[config.mk]
export PLATFORM = sky130hd
export DESIGN_NAME = adc_conv_timer
export DESIGN_NICKNAME = d
export VERILOG_FILES = /design/src/rtl/adc_seq_pkg.sv /design/src/rtl/adc_clk_gen.sv /design/src/rtl/adc_wake_timer.sv /design/src/rtl/adc_conv_timer.sv
export SDC_FILE = /design/constraint.sdc
export NUM_CORES = 1
export LEC_CHECK = 0
export CAP_MARGIN = 20
export CORE_ASPECT_RATIO = 0.75
export CORE_MARGIN = 3
export CORE_UTILIZATION = 51
export CTS_CLUSTER_SIZE = 12
export DETAILED_ROUTE_END_ITERATION = 12
export PLACE_DENSITY_LB_ADDON = 0.12
export SYNTH_ARGS = -nofsm -noshare
export SYNTH_HDL_FRONTEND = slang
export SYNTH_HIERARCHICAL = 1
export SYNTH_SLANG_ARGS = --single-unit
export TNS_END_PERCENT = 30
[constraint.sdc]
create_clock -name clk -period 3.3 [get_ports clk]
set_input_delay 0.66 -clock clk [delete_from_list [all_inputs] [get_ports clk]]
set_output_delay 0.66 -clock clk [all_outputs]
set_load 0.1 [all_outputs]
[src/rtl/adc_seq_pkg.sv]
package adc_seq_pkg;

  // Converter-tick budget of the conversion algorithm
  localparam int OVH_TICKS  = 3;   // extra sample setup on single/first
  localparam int SMP_SHORT  = 4;
  localparam int SMP_LONG   = 24;
  localparam int CNV_WIDE   = 16;  // 10/12-bit
  localparam int CNV_NARROW = 13;  // 8-bit
  localparam int TICK_W     = $clog2(OVH_TICKS + SMP_LONG + 1);

  typedef enum logic [2:0] {
    ST_IDLE,
    ST_WAKE,
    ST_SAMPLE,
    ST_CONVERT,
    ST_TAIL
  } seq_state_e;

  typedef struct packed {
    logic       res8;
    logic       long_smp;
    logic [1:0] sel;
    logic [1:0] div;
  } conv_cfg_t;

  function automatic logic [TICK_W-1:0] sample_ticks(input logic first, input logic lng);
    int t;
    t = lng ? SMP_LONG : SMP_SHORT;
    if (first) t = t + OVH_TICKS;
    return TICK_W'(t);
  endfunction

  function automatic logic [TICK_W-1:0] convert_ticks(input logic res8);
    return res8 ? TICK_W'(CNV_NARROW) : TICK_W'(CNV_WIDE);
  endfunction

  function automatic logic [2:0] div_limit(input logic [1:0] d);
    case (d)
      2'b00:   return 3'd0;
      2'b01:   return 3'd1;
      2'b10:   return 3'd3;
      default: return 3'd7;
    endcase
  endfunction

endpackage

[src/rtl/adc_clk_gen.sv]
module adc_clk_gen
  import adc_seq_pkg::*;
(
  input  logic       clk,
  input  logic       rst_n,
  input  logic       restart,
  input  logic [1:0] sel,
  input  logic [1:0] div,
  input  logic       alt_tick,
  input  logic       async_tick,
  output logic       adck_tick
);

  logic       half_q;
  logic [2:0] div_cnt;
  logic [2:0] lim;
  logic       src_tick;

  always_comb begin
    case (sel)
      2'b00:   src_tick = 1'b1;
      2'b01:   src_tick = half_q;
      2'b10:   src_tick = alt_tick;
      default: src_tick = async_tick;
    endcase
  end

  assign lim       = div_limit(div);
  assign adck_tick = src_tick && (div_cnt == lim);

  always_ff @(posedge clk or negedge rst_n) begin
    if (!rst_n) begin
      half_q  <= 1'b0;
      div_cnt <= '0;
    end else if (restart) begin
      half_q  <= 1'b0;
      div_cnt <= '0;
    end else begin
      half_q <= ~half_q;
      if (src_tick) div_cnt <= (div_cnt == lim) ? 3'd0 : div_cnt + 3'd1;
    end
  end

  assert_div_in_range_R5: assert property (@(posedge clk) disable iff (!rst_n)
    div_cnt <= lim);

  assert_restart_zero_R5: assert property (@(posedge clk) disable iff (!rst_n)
    restart |=> (div_cnt == 3'd0) && !half_q);

endmodule

[src/rtl/adc_wake_timer.sv]
module adc_wake_timer #(
  parameter int WAKE_CYC = 40
) (
  input  logic clk,
  input  logic rst_n,
  input  logic arm,
  input  logic arm_async,
  output logic wake_done
);

  localparam int W = $clog2(WAKE_CYC + 1);

  logic [W-1:0] cnt;

  assign wake_done = (cnt == W'(1));

  always_ff @(posedge clk or negedge rst_n) begin
    if (!rst_n)          cnt <= '0;
    else if (arm)        cnt <= arm_async ? W'(WAKE_CYC) : '0;
    else if (cnt != '0)  cnt <= cnt - W'(1);
  end

  assert_wake_counts_down_R4: assert property (@(posedge clk) disable iff (!rst_n)
    (!arm && cnt != '0) |=> (cnt == W'($past(cnt) - W'(1))));

endmodule

[src/rtl/adc_conv_timer.sv]
module adc_conv_timer
  import adc_seq_pkg::*;
#(
  parameter int WAKE_CYC = 40,
  parameter int TAIL_CYC = 5
) (
  input  logic       clk,
  input  logic       rst_n,
  input  logic       start,
  input  logic [1:0] res_mode,
  input  logic       long_smp,
  input  logic       cont_en,
  input  logic [1:0] clk_sel,
  input  logic [1:0] clk_div,
  input  logic       alt_tick,
  input  logic       async_tick,
  output logic       sample_phase,
  output logic       convert_phase,
  output logic       latch_stb,
  output logic       done
);

  localparam int TAIL_W = $clog2(TAIL_CYC + 1);

  seq_state_e        state;
  conv_cfg_t         cfg_q;
  logic              first_q;
  logic [TICK_W-1:0] tick_cnt;
  logic [TAIL_W-1:0] tail_cnt;

  // Named internal events
  logic              adck_tick;
  logic              wake_done;
  logic [TICK_W-1:0] smp_target;
  logic [TICK_W-1:0] cnv_target;
  logic              smp_last;
  logic              cnv_last;
  logic              tail_last;
  logic              conv_finish;
  logic              chain_next;
  logic              gen_restart;

  assign smp_target  = sample_ticks(first_q, cfg_q.long_smp);
  assign cnv_target  = convert_ticks(cfg_q.res8);
  assign smp_last    = (state == ST_SAMPLE) && adck_tick && (tick_cnt == smp_target - TICK_W'(1));
  assign cnv_last    = (state == ST_CONVERT) && adck_tick && (tick_cnt == cnv_target - TICK_W'(1));
  assign tail_last   = (state == ST_TAIL) && (tail_cnt == TAIL_W'(TAIL_CYC - 1));
  assign conv_finish = (cnv_last && !first_q) || tail_last;
  assign chain_next  = conv_finish && cont_en;
  assign gen_restart = start || ((state == ST_WAKE) && wake_done) || chain_next;

  assign sample_phase  = (state == ST_SAMPLE);
  assign convert_phase = (state == ST_CONVERT);

  adc_clk_gen u_clk_gen (
    .clk        (clk),
    .rst_n      (rst_n),
    .restart    (gen_restart),
    .sel        (cfg_q.sel),
    .div        (cfg_q.div),
    .alt_tick   (alt_tick),
    .async_tick (async_tick),
    .adck_tick  (adck_tick)
  );

  adc_wake_timer #(.WAKE_CYC(WAKE_CYC)) u_wake (
    .clk       (clk),
    .rst_n     (rst_n),
    .arm       (start),
    .arm_async (clk_sel == 2'b11),
    .wake_done (wake_done)
  );

  always_ff @(posedge clk or negedge rst_n) begin
    if (!rst_n) begin
      state     <= ST_IDLE;
      cfg_q     <= '0;
      first_q   <= 1'b1;
      tick_cnt  <= '0;
      tail_cnt  <= '0;
      latch_stb <= 1'b0;
      done      <= 1'b0;
    end else if (start) begin
      state          <= (clk_sel == 2'b11) ? ST_WAKE : ST_SAMPLE;
      cfg_q.res8     <= (res_mode == 2'b00);
      cfg_q.long_smp <= long_smp;
      cfg_q.sel      <= clk_sel;
      cfg_q.div      <= clk_div;
      first_q        <= 1'b1;
      tick_cnt       <= '0;
      tail_cnt       <= '0;
      latch_stb      <= 1'b0;
      done           <= 1'b0;
    end else begin
      latch_stb <= 1'b0;
      case (state)
        ST_WAKE:
          if (wake_done) state <= ST_SAMPLE;
        ST_SAMPLE:
          if (adck_tick) begin
            if (smp_last) begin
              state    <= ST_CONVERT;
              tick_cnt <= '0;
            end else begin
              tick_cnt <= tick_cnt + TICK_W'(1);
            end
          end
        ST_CONVERT:
          if (adck_tick) begin
            if (cnv_last) begin
              tick_cnt <= '0;
              if (first_q) begin
                state    <= ST_TAIL;
                tail_cnt <= '0;
              end
            end else begin
              tick_cnt <= tick_cnt + TICK_W'(1);
            end
          end
        ST_TAIL:
          tail_cnt <= tail_cnt + TAIL_W'(1);
        default: ;
      endcase
      if (conv_finish) begin
        latch_stb <= 1'b1;
        done      <= 1'b1;
        first_q   <= 1'b0;
        tick_cnt  <= '0;
        state     <= cont_en ? ST_SAMPLE : ST_IDLE;
      end
    end
  end

  assert_phase_excl_R6: assert property (@(posedge clk) disable iff (!rst_n)
    !(sample_phase && convert_phase));

  assert_sample_bound_R1: assert property (@(posedge clk) disable iff (!rst_n)
    (state == ST_SAMPLE) |-> (tick_cnt < smp_target));

  assert_wake_async_only_R4: assert property (@(posedge clk) disable iff (!rst_n)
    (state == ST_WAKE) |-> (cfg_q.sel == 2'b11) && first_q);

  assert_tail_first_only_R3: assert property (@(posedge clk) disable iff (!rst_n)
    (state == ST_TAIL) |-> first_q);

  assert_chain_resumes_R3: assert property (@(posedge clk) disable iff (!rst_n)
    (chain_next && !start) |=> sample_phase && !first_q);

  assert_restart_clears_R7: assert property (@(posedge clk) disable iff (!rst_n)
    start |=> !done && !latch_stb);

  assert_latch_pulse_R8: assert property (@(posedge clk) disable iff (!rst_n)
    latch_stb |=> !latch_stb);

  assert_done_rise_R8: assert property (@(posedge clk) disable iff (!rst_n)
    $rose(done) |-> latch_stb);

endmodule

==> summary.md, run 1 <==
| Metric | Value |
|---|---|
| Worst IR Drop VDD | around 380 uV |
| Clk Tree Root Cell | clkbuf_8 |
| Outcome | completed |
| WL/cell | 15.0 um |
| Post_cts resized | 0 |
| Vias per std cell | about 5.7 |
| Seq/Total Area, Yosys | 0.426 |
| Die X | between 70 and 80 um |
| Cell taking the most area after synthesis | dfrtp_1 |
| ANT nets after route | 0 |
| Syn Std Cell Area | about 0.0018 mm^2 |
| Hold crit path type | register to register |
| Hold Path Cell Cnt | 1 |
| Worst slew pin tran | roughly 0.5 ns |
| Worst r2r src | u_clk_gen/div_cnt[1]$_DFFE_PN0P_ |
| Rows | 17 |
| Setup violators final | 0 |
| Worst rel slew slack | 0.664 |
| Final Hold Vio Count | 0 |
| Predominant post-synthesis flop cell | dfrtp_1 |
| DIE AREA | 0.00421 mm^2 |
| Count of cell types in the netlist | 54 |
| Mapped Cells | roughly 180 |
| Slowest cell on crit path | clkdlybuf4s50_1 |
| FF+latch count, synth | 30 |
| Mapped Avg Cell Area | approximately 10 um^2 |
| Min-Delay Startpoint | u_clk_gen/half_q$_DFF_PN0_ |
| Required time of the critical path | between 3 and 4 ns |
| Nets | 216 |
| Initial antenna violation count | 0 |
| Sum Neg Setup Slack | 0 ns |
| Finished Core Util | 0.663 |
| Initial Util | 0.565 |
| Die H | 57.0 um |
| Via count | about 1300 |
| H-Tree Level Count | 2 |
| CTS Buf Count | 5 |
| Clock sinks | 30 |
| Crit Path Class | input pin to register |
| Max Cap Viol | 0 |
| Async set-or-reset flop fraction in the synthesized netlist | 1.00 |
| Port Buf Inserts | 16 |
| RSZ-0062 raised after global routing | no |
| Worst R2R Path Depth | 10 |
| Worst path cell trace | clkdlybuf4s50_1 -> mux2i_1 -> nand2_1 -> o21ai_0 -> nor2_1 -> nand4b_1 -> a21oi_4 -> nand2_1 -> o21a_1 -> o21ai_0 -> a21oi_1 |
| Lkg Pwr | 0.906 nW |
| Critical Path Source Type | input pin |
| Fmax | roughly 370 MHz |
| Congestion Overflow GR | 0 |
| Post-Place Cells | ~230 |
| CTS tree | done |
| Power per cell area | 702 mW/mm^2 |
| Clock Latency Late Sink | between 0.2 and 0.3 ns |
| Total Power | ~0.0015 W |
| Drt first pass iters | 4 |
| Total setup buffers inserted after CTS | 0 |
| Vias in the first global route | 1309 |
| Most frequent cells in the layout | dfrtp_1 (29), nor2_1 (13), clkdlybuf4s50_1 (12) |
| Hold Buf Count CTS | 0 |
| Capturing element type of the critical path | register |
| Clock skew | roughly 0.0049 ns |
| Antenna diodes | 0 |
| Final setup margin | between 0.6 and 0.7 ns |
| First-pass GRT wire length | between 5000 and 6000 um |
| Period utilization | 0.815 |
| Critical Path AT | between 2 and 3 ns |
| DRC violations left | 0 |
| Share of layout cells above drive strength 1 | 0.173 |
| Max-slew violations | 0 |
| Iteration-0 DRC Markers | 51 |
| CTS max path bufs | 2 |
| Clock slew at reported path FFs | roughly 0.06 ns |
| Worst Path Max Fanout | 5 |
| P&R area growth vs syn | 17.4% |
| Overall routing resource usage | 0.182 |
| Worst slack at placement | 0.366 ns |
| Commonest non-fill, non-tap cell in the layout | dfrtp_1 |
| Final worst path period need | 2.69 ns |
| GP Congestion | 0.839 |
| Core area | ~0.0031 mm^2 |
| Post-synth EDFFs | 0 |
| Area contributors post-synth | dfrtp_1 (41%), mux2_2 (5.1%), ha_1 (5.0%) |
| Worst setup path start | async_tick |
| Hpwl dp | between 2000 and 2500 um |
| Yosys top cell area share | 0.411 |
| Post-synth net total | approximately 200 |
| Final WL | around 3500 um |
| Num ports | 17 |
| Largest stage delay, worst path | roughly 0.46 ns |
| Post-route insts no fill | ~240 |
| Largest net degree at the start of global routing | 31 |
| Yosys warning total | 6 |
==> Yosys cell counts, drive strengths merged, types with 2 or more instances <==
library cell and n:
and2 2, nor3b 4, nor4bb 2, inv 10, a21oi 13, nand4b 3, or3 2, dfrtp 29
o21a 2, xnor2 2, nand3b 3, nor2b 4, a311oi 2, a22o 2, ha 7, nor2 13
nor3 3, nand2 9, o21ai 8, nand2b 4, clkbuf 3, a21o 3, mux2i 3, mux2 8
buf 2, nand3 6, nand4 2, xor2 6, nor4 2, a31oi 3
==> worst paths after layout <==
path	end	slack, ns
min in group asynchronous	cfg_q[0]$_DFFE_PN0P_	0.76
max in group asynchronous	first_q$_DFFE_PN1P_	2.23
worst min-delay path	u_clk_gen/half_q$_DFF_PN0_	0.48
worst max register to register	u_clk_gen/div_cnt[1]$_DFFE_PN0P_	0.63
worst min register to register	u_clk_gen/half_q$_DFF_PN0_	0.48
worst max-delay path	u_clk_gen/div_cnt[1]$_DFFE_PN0P_	0.61
==> metrics by stage <==
step           hold slack [ns]  instance area [um^2]
2_1_floorplan            0.364                  1770
4_1_cts                  0.462                  2070
5_1_grt                  0.489                  2070
6_report                 0.475                  2070
3_5_place_dp             0.452                  1960
3_3_place_gp             0.456                  1960
==> cells by family after synthesis <==
| kind of cell | count (synthesis) | share of synthesized area |
|---|---|---|
| buffers and inverters | 15 | 0.0333 |
| multiplexers | 11 | 0.0680 |
| AND/OR/NAND/NOR | 65 | 0.226 |
| adder cells (fa/ha/maj) | 7 | 0.0496 |
| flip-flops | 30 | 0.426 |
| AO/OA/AOI/OAI | 40 | 0.157 |
| XOR/XNOR | 8 | 0.0397 |
==> flip-flops by register name, indices dropped and copies added, names as in the netlist <==
signal	count
cfg_q	6
tail_cnt	3
u_clk_gen/div_cnt	3
u_wake/cnt	6
latch_stb	1
first_q	1
tick_cnt	5
done	1
u_clk_gen/half_q	1
state	3
==> metal layers <==
metal  global-route usage  vias up  wire length, um
met4               0.0543        0               45
met3               0.0475        5              107
li1                     -      671                -
met2                0.288       13             1580
met1                0.246      653             1790
met5                    0        -                0
==> critical path: cells and delay by family <==
kind / cells / cell delay [ns]
simple gates: 4 / 0.65
mux: 1 / 0.07
compound gates: 5 / 0.97
buf+inv: 1 / 0.46
==> power by group <==
group | switching, W | internal, W
logic | 0.000328 | 0.000234
registers | 0.000111 | 0.000434
clock network | 0.000136 | 0.000210
==> layout make-up <==
| type | instances | area [um^2] |
|---|---|---|
| multi-input combinational | 131 | 960 |
| timing repair buffer | 18 | 165 |
| fill | 253 | 1050 |
| tap | 38 | 47.5 |
| clock buffer | 8 | 110 |
| inverter | 10 | 37.5 |
| sequential | 30 | 752 |
Power figures use the tool's default switching activity.
==> run 2: changes to the inputs <==
==> constraint.sdc (replaced) <==
create_clock -name clk -period 2.22 [get_ports clk]
set_input_delay 0.444 -clock clk [delete_from_list [all_inputs] [get_ports clk]]
set_output_delay 0.444 -clock clk [all_outputs]
set_load 0.1 [all_outputs]
==> run 2 against run 1 <==
Compared with the run above:
- the flow now finishes with violations (negative setup slack)
- highest routed layer is now met3
- sequential cell count unchanged
- critical path type is now register to register
- worst hold slack got worse by 0.0089 ns
- cell area increased by 11%
- wire length increased by 6.0%
- die area unchanged
- sequential share of layout area decreased by 3.6 points
- via count increased by 5.7%
- clock-buffer cell count unchanged
- utilization increased by 7.4 points
- largest power group unchanged
- critical path depth decreased by 2
- largest cell class unchanged
==> summary.md, run 2 (synthesized netlist as in run 1, its figures left out) <==
| Metric | Value |
|---|---|
| Die X | 73.9 um (unchanged) |
| Worst path cell trace | nor4bb_1 -> mux2_4 -> a31oi_4 -> nor2_4 -> and3b_1 -> a311o_1 -> o32a_1 -> a21oi_2 -> a21oi_1 |
| Required time of the critical path | 2.38 ns (-1.06 ns) |
| Rows | 17 (unchanged) |
| Commonest non-fill, non-tap cell in the layout | dfrtp_1 |
| Clock sinks | 30 (unchanged) |
| Finished Core Util | 0.737 (+0.0740) |
| Setup violators final | 1 (+1) |
| Fmax | about 450 MHz |
| Port Buf Inserts | 16 (unchanged) |
| Vias in the first global route | 1441 (+10%) |
| Met1 GRT Util | 0.271 (+0.0259) |
| Slowest cell on crit path | dfrtp_1 |
| Power per cell area | 1030 mW/mm^2 (+47%) |
| Outcome | complete, but fails checks |
| Nets | 234 (+8.3%) |
| Critical Path Source Type | register |
| Post-Place Cells | 239 (+5.3%) |
| Share of layout cells above drive strength 1 | 0.288 (+0.116) |
| Capturing element type of the critical path | register |
| Failing checks | negative setup slack |
| Max-slew violations | 0 (unchanged) |
| First-pass GRT wire length | 6530 um (+9.9%) |
| CTS tree | done |
| Max Cap Viol | 0 (unchanged) |
| Drt first pass iters | 4 (unchanged) |
| Design area | 0.00230 mm^2 (+11%) |
| Worst rel slew slack | 0.723 (+0.0598) |
| Num ports | 17 (unchanged) |
| CTS max path bufs | 2 (unchanged) |
| Clock skew | 0.00381 ns (-0.00110 ns) |
| Post-route insts no fill | 253 (+7.7%) |
| Largest regs | cfg_q: 6 flops, u_wake/cnt: 6 flops, tick_cnt: 5 flops |
| Iteration-0 DRC Markers | 67 (+31%) |
| ANT nets after route | 0 (unchanged) |
| Sum Neg Setup Slack | -0.0241 ns (-0.0241 ns) |
| Initial antenna violation count | 0 (unchanged) |
| Lkg Pwr | 1.02 nW (+12%) |
| Final WL | 3740 um (+6.0%) |
| Fillers | 210 (-17%) |
| Largest stage delay, worst path | 0.43 ns (-0.03 ns) |
| Clock slew at reported path FFs | 0.06 ns (about the same) |
| P&R area growth vs syn | 30.5% |
| Worst Path Max Fanout | 5 (unchanged) |
| DRC violations left | 0 (unchanged) |
| WL/cell | 14.8 um (-1.5%) |
| H-Tree Level Count | 2 (unchanged) |
| Die H | 57.0 um (unchanged) |
| CTS Buf Count | 5 (unchanged) |
| Busiest grt layer | met2 |
| Final worst path period need | 2.24 ns |
| Clock Latency Late Sink | 0.28 ns (about the same) |
| Via count | 1418 (+5.7%) |
| Hold crit path type | register to register |
| Congestion Overflow GR | 0 (unchanged) |
| Antenna diodes | 0 (unchanged) |
| Period utilization | 1.01 |
| Core area | 0.00313 mm^2 (unchanged) |
| Final setup margin | -0.0241 ns (-0.635 ns) |
| Worst IR Drop VDD | 633 uV (+68%) |
| Clk Tree Root Cell | clkbuf_8 |
| Hpwl dp | 2600 um (+4.0%) |
| Largest net degree at the start of global routing | 31 (unchanged) |
| Hold Buf Count CTS | 0 (unchanged) |
| DIE AREA | 0.00421 mm^2 (unchanged) |
| Crit Path Class | register to register |
| RSZ-0062 raised after global routing | yes |
| GP Congestion | 0.870 (+3.7%) |
| Worst slew pin tran | 0.411 ns (-0.0906 ns) |
| Area after DPL | 0.00208 mm^2 (+6.2%) |
| Met3 GRT Util | 0.0722 (+0.0246) |
| GR Layer Usage met2 | 0.309 (+0.0215) |
| Final Hold Vio Count | 0 (unchanged) |
| Most frequent cells in the layout | dfrtp_1 (29), buf_4 (22), nor2_1 (12), clkdlybuf4s50_1 (12), inv_1 (10) |
| Initial Util | 0.565 (unchanged) |
| Critical Path AT | 2.41 ns (-0.42 ns) |
| Vias per std cell | 5.60 (-1.9%) |
| Overall routing resource usage | 0.200 (+0.0177) |
-- run 2: path summary, 6_finish.rpt --
path / start / to / slack [ns] / depth (start not counted)
min: u_clk_gen/half_q$_DFF_PN0_ / u_clk_gen/half_q$_DFF_PN0_ / 0.47 / 1
min in group asynchronous: rst_n / cfg_q[0]$_DFFE_PN0P_ / 0.56 / 2
max: u_clk_gen/div_cnt[1]$_DFFE_PN0P_ / state[0]$_DFFE_PN0P_ / -0.02 / 9
min reg2reg: u_clk_gen/half_q$_DFF_PN0_ / u_clk_gen/half_q$_DFF_PN0_ / 0.47 / 1
max reg2reg: u_clk_gen/div_cnt[1]$_DFFE_PN0P_ / state[0]$_DFFE_PN0P_ / -0.02 / 9
max in group asynchronous: rst_n / first_q$_DFFE_PN1P_ / 1.34 / 2
-- run 2: layout make-up --
| class | count | area, um^2 | share of cell area |
|---|---|---|---|
| clock buffers | 8 | 110 | 0.0478 |
| inverters | 10 | 37.5 | 0.0163 |
| multi-input cells | 131 | 1030 | 0.448 |
| flip-flops and latches | 30 | 752 | 0.326 |
| well taps | 38 | 47.5 | 0.0206 |
| repair buffers | 36 | 325 | 0.141 |
-- run 2: critical path: cells and delay by family, from the launching register on --
family	cells	cell delay (ns)
AO/OA/AOI/OAI	5	0.98
multiplexers	1	0.27
AND/OR/NAND/NOR	3	0.46
flip-flops	1	0.43
-- run 2: what timing repair did --
item | in CTS | in global routing
gates resized for setup | 10 | 6
buffers inserted | 4 | 2
pin swaps | 5 | 5
endpoints found under the hold margin | 0 | 0
cloned | 0 | 0
setup endpoints to repair | 17 | 17
-- run 2: metrics by stage --
| stage | setup slack [ns] | hold WS [ns] | total power, W |
|---|---|---|---|
| after floorplan | -0.0610 | 0.148 | 0.00149 |
| after global placement | -0.224 | 0.437 | 0.00175 |
| after detailed placement | -0.294 | 0.444 | 0.00179 |
| after CTS | -0.0218 | 0.455 | 0.00236 |
| after global routing | -0.176 | 0.483 | 0.00253 |
| final | -0.0241 | 0.466 | 0.00237 |
-- run 2: power by group --
| group | switching, W | internal [W] |
|---|---|---|
| Combinational | 0.000548 | 0.000495 |
| Sequential | 0.000171 | 0.000646 |
| Clock | 0.000197 | 0.000312 |
| Total | 0.000916 | 0.00145 |
-- run 2: per-layer routing --
layer  vias up  part of all wire
met2        31              0.48
met5         -                 0
met4         0                 0
li1        709                 -
met1       678              0.47
met3         0             0.054
==> run 3: changes to the inputs <==
--- a/config.mk
+++ b/config.mk
@@ -12,6 +12,7 @@
 export CTS_CLUSTER_SIZE = 12
 export DETAILED_ROUTE_END_ITERATION = 12
 export PLACE_DENSITY_LB_ADDON = 0.12
+export SKIP_LAST_GASP = 1
 export SYNTH_ARGS = -nofsm -noshare
 export SYNTH_HDL_FRONTEND = slang
 export SYNTH_HIERARCHICAL = 1
==> run 3 against run 2 <==
Compared with the run above:
- the flow still finishes with violations (negative setup slack)
- worst setup slack lost 0.015 ns
- first-iteration DRC count rose by 1.5%
- cell area down 0.60%
- sequential share of layout area grew 0.20 points
- die area is the same
- cell count stayed put
- maximum frequency fell by 0.66%
- sequential power barely moved
==> summary.md, run 3 (synthesized netlist as in run 1, its figures left out) <==
| Metric | Value |
|---|---|
| Worst rel slew slack | 0.710 (-0.0134) |
| Crit Path Class | register to register |
| Most frequent cells in the layout | dfrtp_1 (29), buf_4 (22), nor2_1 (12), clkdlybuf4s50_1 (12), a21oi_1 (11) |
| Clock sinks | 30 (unchanged) |
| Sink of the worst hold path | u_clk_gen/half_q$_DFF_PN0_ |
| Max Cap Viol | 0 (unchanged) |
| Rows | 17 (unchanged) |
| Drt first pass iters | 4 (unchanged) |
| Outcome | complete, but fails checks |
| Clock Latency Late Sink | 0.28 ns (about the same) |
| Met3 GRT Util | 0.0722 (unchanged) |
| Largest net degree at the start of global routing | 31 (unchanged) |
| Hold Path Cell Cnt | 1 (unchanged) |
| Overall routing resource usage | 0.200 (unchanged) |
| Final setup margin | -0.0389 ns (-0.0148 ns) |
| Hold crit path type | register to register |
| Finished Core Util | 0.732 (-0.00440) |
| Critical Path Source Type | register |
| Clock skew | 0.00379 ns (-0.0000189 ns) |
| Clock slew at reported path FFs | 0.06 ns (about the same) |
| Iteration-0 DRC Markers | 68 (+1.5%) |
| GR Layer Usage met2 | 0.309 (unchanged) |
| Worst Path Max Fanout | 5 (unchanged) |
| Fillers | 216 (+2.9%) |
| Fmax | 443 MHz (-0.66%) |
| Share of layout cells above drive strength 1 | 0.274 (-0.0140) |
| Via count | 1406 (-0.85%) |
| Min-Delay Startpoint | u_clk_gen/half_q$_DFF_PN0_ |
| Port Buf Inserts | 16 (unchanged) |
| GP Congestion | 0.870 (unchanged) |
| DRC violations left | 0 (unchanged) |
| Worst IR Drop VDD | 633 uV (about the same) |
| Capturing element type of the critical path | register |
| Final Hold Vio Count | 0 (unchanged) |
| Initial Util | 0.565 (unchanged) |
| Hold Buf Count CTS | 0 (unchanged) |
| Max-slew violations | 0 (unchanged) |
| Die X | 73.9 um (unchanged) |
| R2R setup slack | -0.04 ns (about the same) |
| Hpwl dp | 2600 um (unchanged) |
| Initial antenna violation count | 0 (unchanged) |
| Clk Tree Root Cell | clkbuf_8 |
| Core area | 0.00313 mm^2 (unchanged) |
| Period utilization | 1.02 (+0.00668) |
| Met1 GRT Util | 0.271 (unchanged) |
| Worst slew pin tran | 0.429 ns (+0.0186 ns) |
| H-Tree Level Count | 2 (unchanged) |
| Die H | 57.0 um (unchanged) |
| Final WL | 3690 um (-1.2%) |
| Congestion Overflow GR | 0 (unchanged) |
| Design area | 0.00229 mm^2 (-0.60%) |
| Worst R2R End | state[0]$_DFFE_PN0P_ |
| Num ports | 17 (unchanged) |
| Final worst path period need | 2.26 ns (+0.0148 ns) |
| Nets | 234 (unchanged) |
| Lkg Pwr | 1.01 nW (-0.15%) |
| Vias per std cell | 5.56 (-0.85%) |
| Worst r2r src | u_clk_gen/div_cnt[1]$_DFFE_PN0P_ |
| Critical Path AT | 2.42 ns (about the same) |
| CTS tree | done |
| Area after DPL | 0.00208 mm^2 (unchanged) |
| Antenna diodes | 0 (unchanged) |
| Power per cell area | 1030 mW/mm^2 (about the same) |
| Sum Neg Setup Slack | -0.0389 ns (-0.0148 ns) |
| Largest regs | cfg_q: 6 flops, u_wake/cnt: 6 flops, tick_cnt: 5 flops |
| Failing checks | negative setup slack |
| RSZ-0062 raised after global routing | yes |
| Worst R2R Path Depth | 9 (unchanged) |
| CTS max path bufs | 2 (unchanged) |
| Vias in the first global route | 1441 (unchanged) |
| Commonest non-fill, non-tap cell in the layout | dfrtp_1 |
| P&R area growth vs syn | 29.7% |
| First-pass GRT wire length | 6530 um (unchanged) |
| Hold_ws | 0.464 ns (-0.00186 ns) |
| Setup violators final | 1 (unchanged) |
| WL/cell | 14.6 um (-1.2%) |
| Busiest grt layer | met2 |
| CTS Buf Count | 5 (unchanged) |
| ANT nets after route | 0 (unchanged) |
| DIE AREA | 0.00421 mm^2 (unchanged) |
| Required time of the critical path | 2.38 ns (about the same) |
[run 3: report_power, final]
part	leakage, nW	switching, W	internal [W]
sequential	0.386	0.000169	0.000646
clock	0.0575	0.000197	0.000312
combinational	0.570	0.000542	0.000490
[run 3: stage by stage]
step	instances	power, W	setup WS [ns]
6_report	253	0.00236	-0.0389
4_1_cts	251	0.00236	-0.0218
3_5_place_dp	239	0.00179	-0.294
3_3_place_gp	239	0.00175	-0.224
2_1_floorplan	176	0.00149	-0.0610
5_1_grt	253	0.00252	-0.176
[run 3: final cells by class]
type	count	area, um^2	share of cell area
flip-flops and latches	30	752	0.328
repair buffers	36	325	0.142
well taps	38	47.5	0.0208
inverters	10	37.5	0.0164
clock buffers	8	110	0.0481
multi-input cells	131	1020	0.444
[run 3: worst max-delay path, cell delays in order (launching register included)]
cell	delay [ns]
dfrtp_1	0.43
nor4bb_1	0.17
mux2_4	0.27
a31oi_4	0.20
nor2_4	0.06
and3b_1	0.22
a311o_1	0.35
o32a_1	0.23
a21oi_1	0.16
a21oi_1	0.05
[run 3: what timing repair did]
action                                 CTS  global route
buffers inserted                         4             2
pin swaps                                5             4
endpoints found under the hold margin    0             0
gates cloned                             0             0
setup endpoints to repair               17            17
resized for setup                       10             2
[run 3: per-layer routing]
| metal | wire (um) | vias up |
|---|---|---|
| met5 | 0 | - |
| met4 | 0 | 0 |
| met3 | 226 | 0 |
| met2 | 1730 | 38 |
| met1 | 1730 | 659 |
| li1 | - | 709 |
[run 3: worst max-delay path by stage]
stage,from,end,slack [ns],depth (start not counted)
5_1_grt,u_clk_gen/div_cnt[2]$_DFFE_PN0P_,state[2]$_DFFE_PN0P_,-0.18,10
4_1_cts,u_clk_gen/div_cnt[1]$_DFFE_PN0P_,state[0]$_DFFE_PN0P_,-0.02,9
6_report,u_clk_gen/div_cnt[1]$_DFFE_PN0P_,state[0]$_DFFE_PN0P_,-0.04,9
3_5_place_dp,async_tick,u_clk_gen/div_cnt[2]$_DFFE_PN0P_,-0.29,11
2_1_floorplan,cfg_q[1]$_DFFE_PN0P_,u_clk_gen/div_cnt[0]$_DFFE_PN0P_,-0.06,10
3_3_place_gp,async_tick,u_clk_gen/div_cnt[0]$_DFFE_PN0P_,-0.22,11
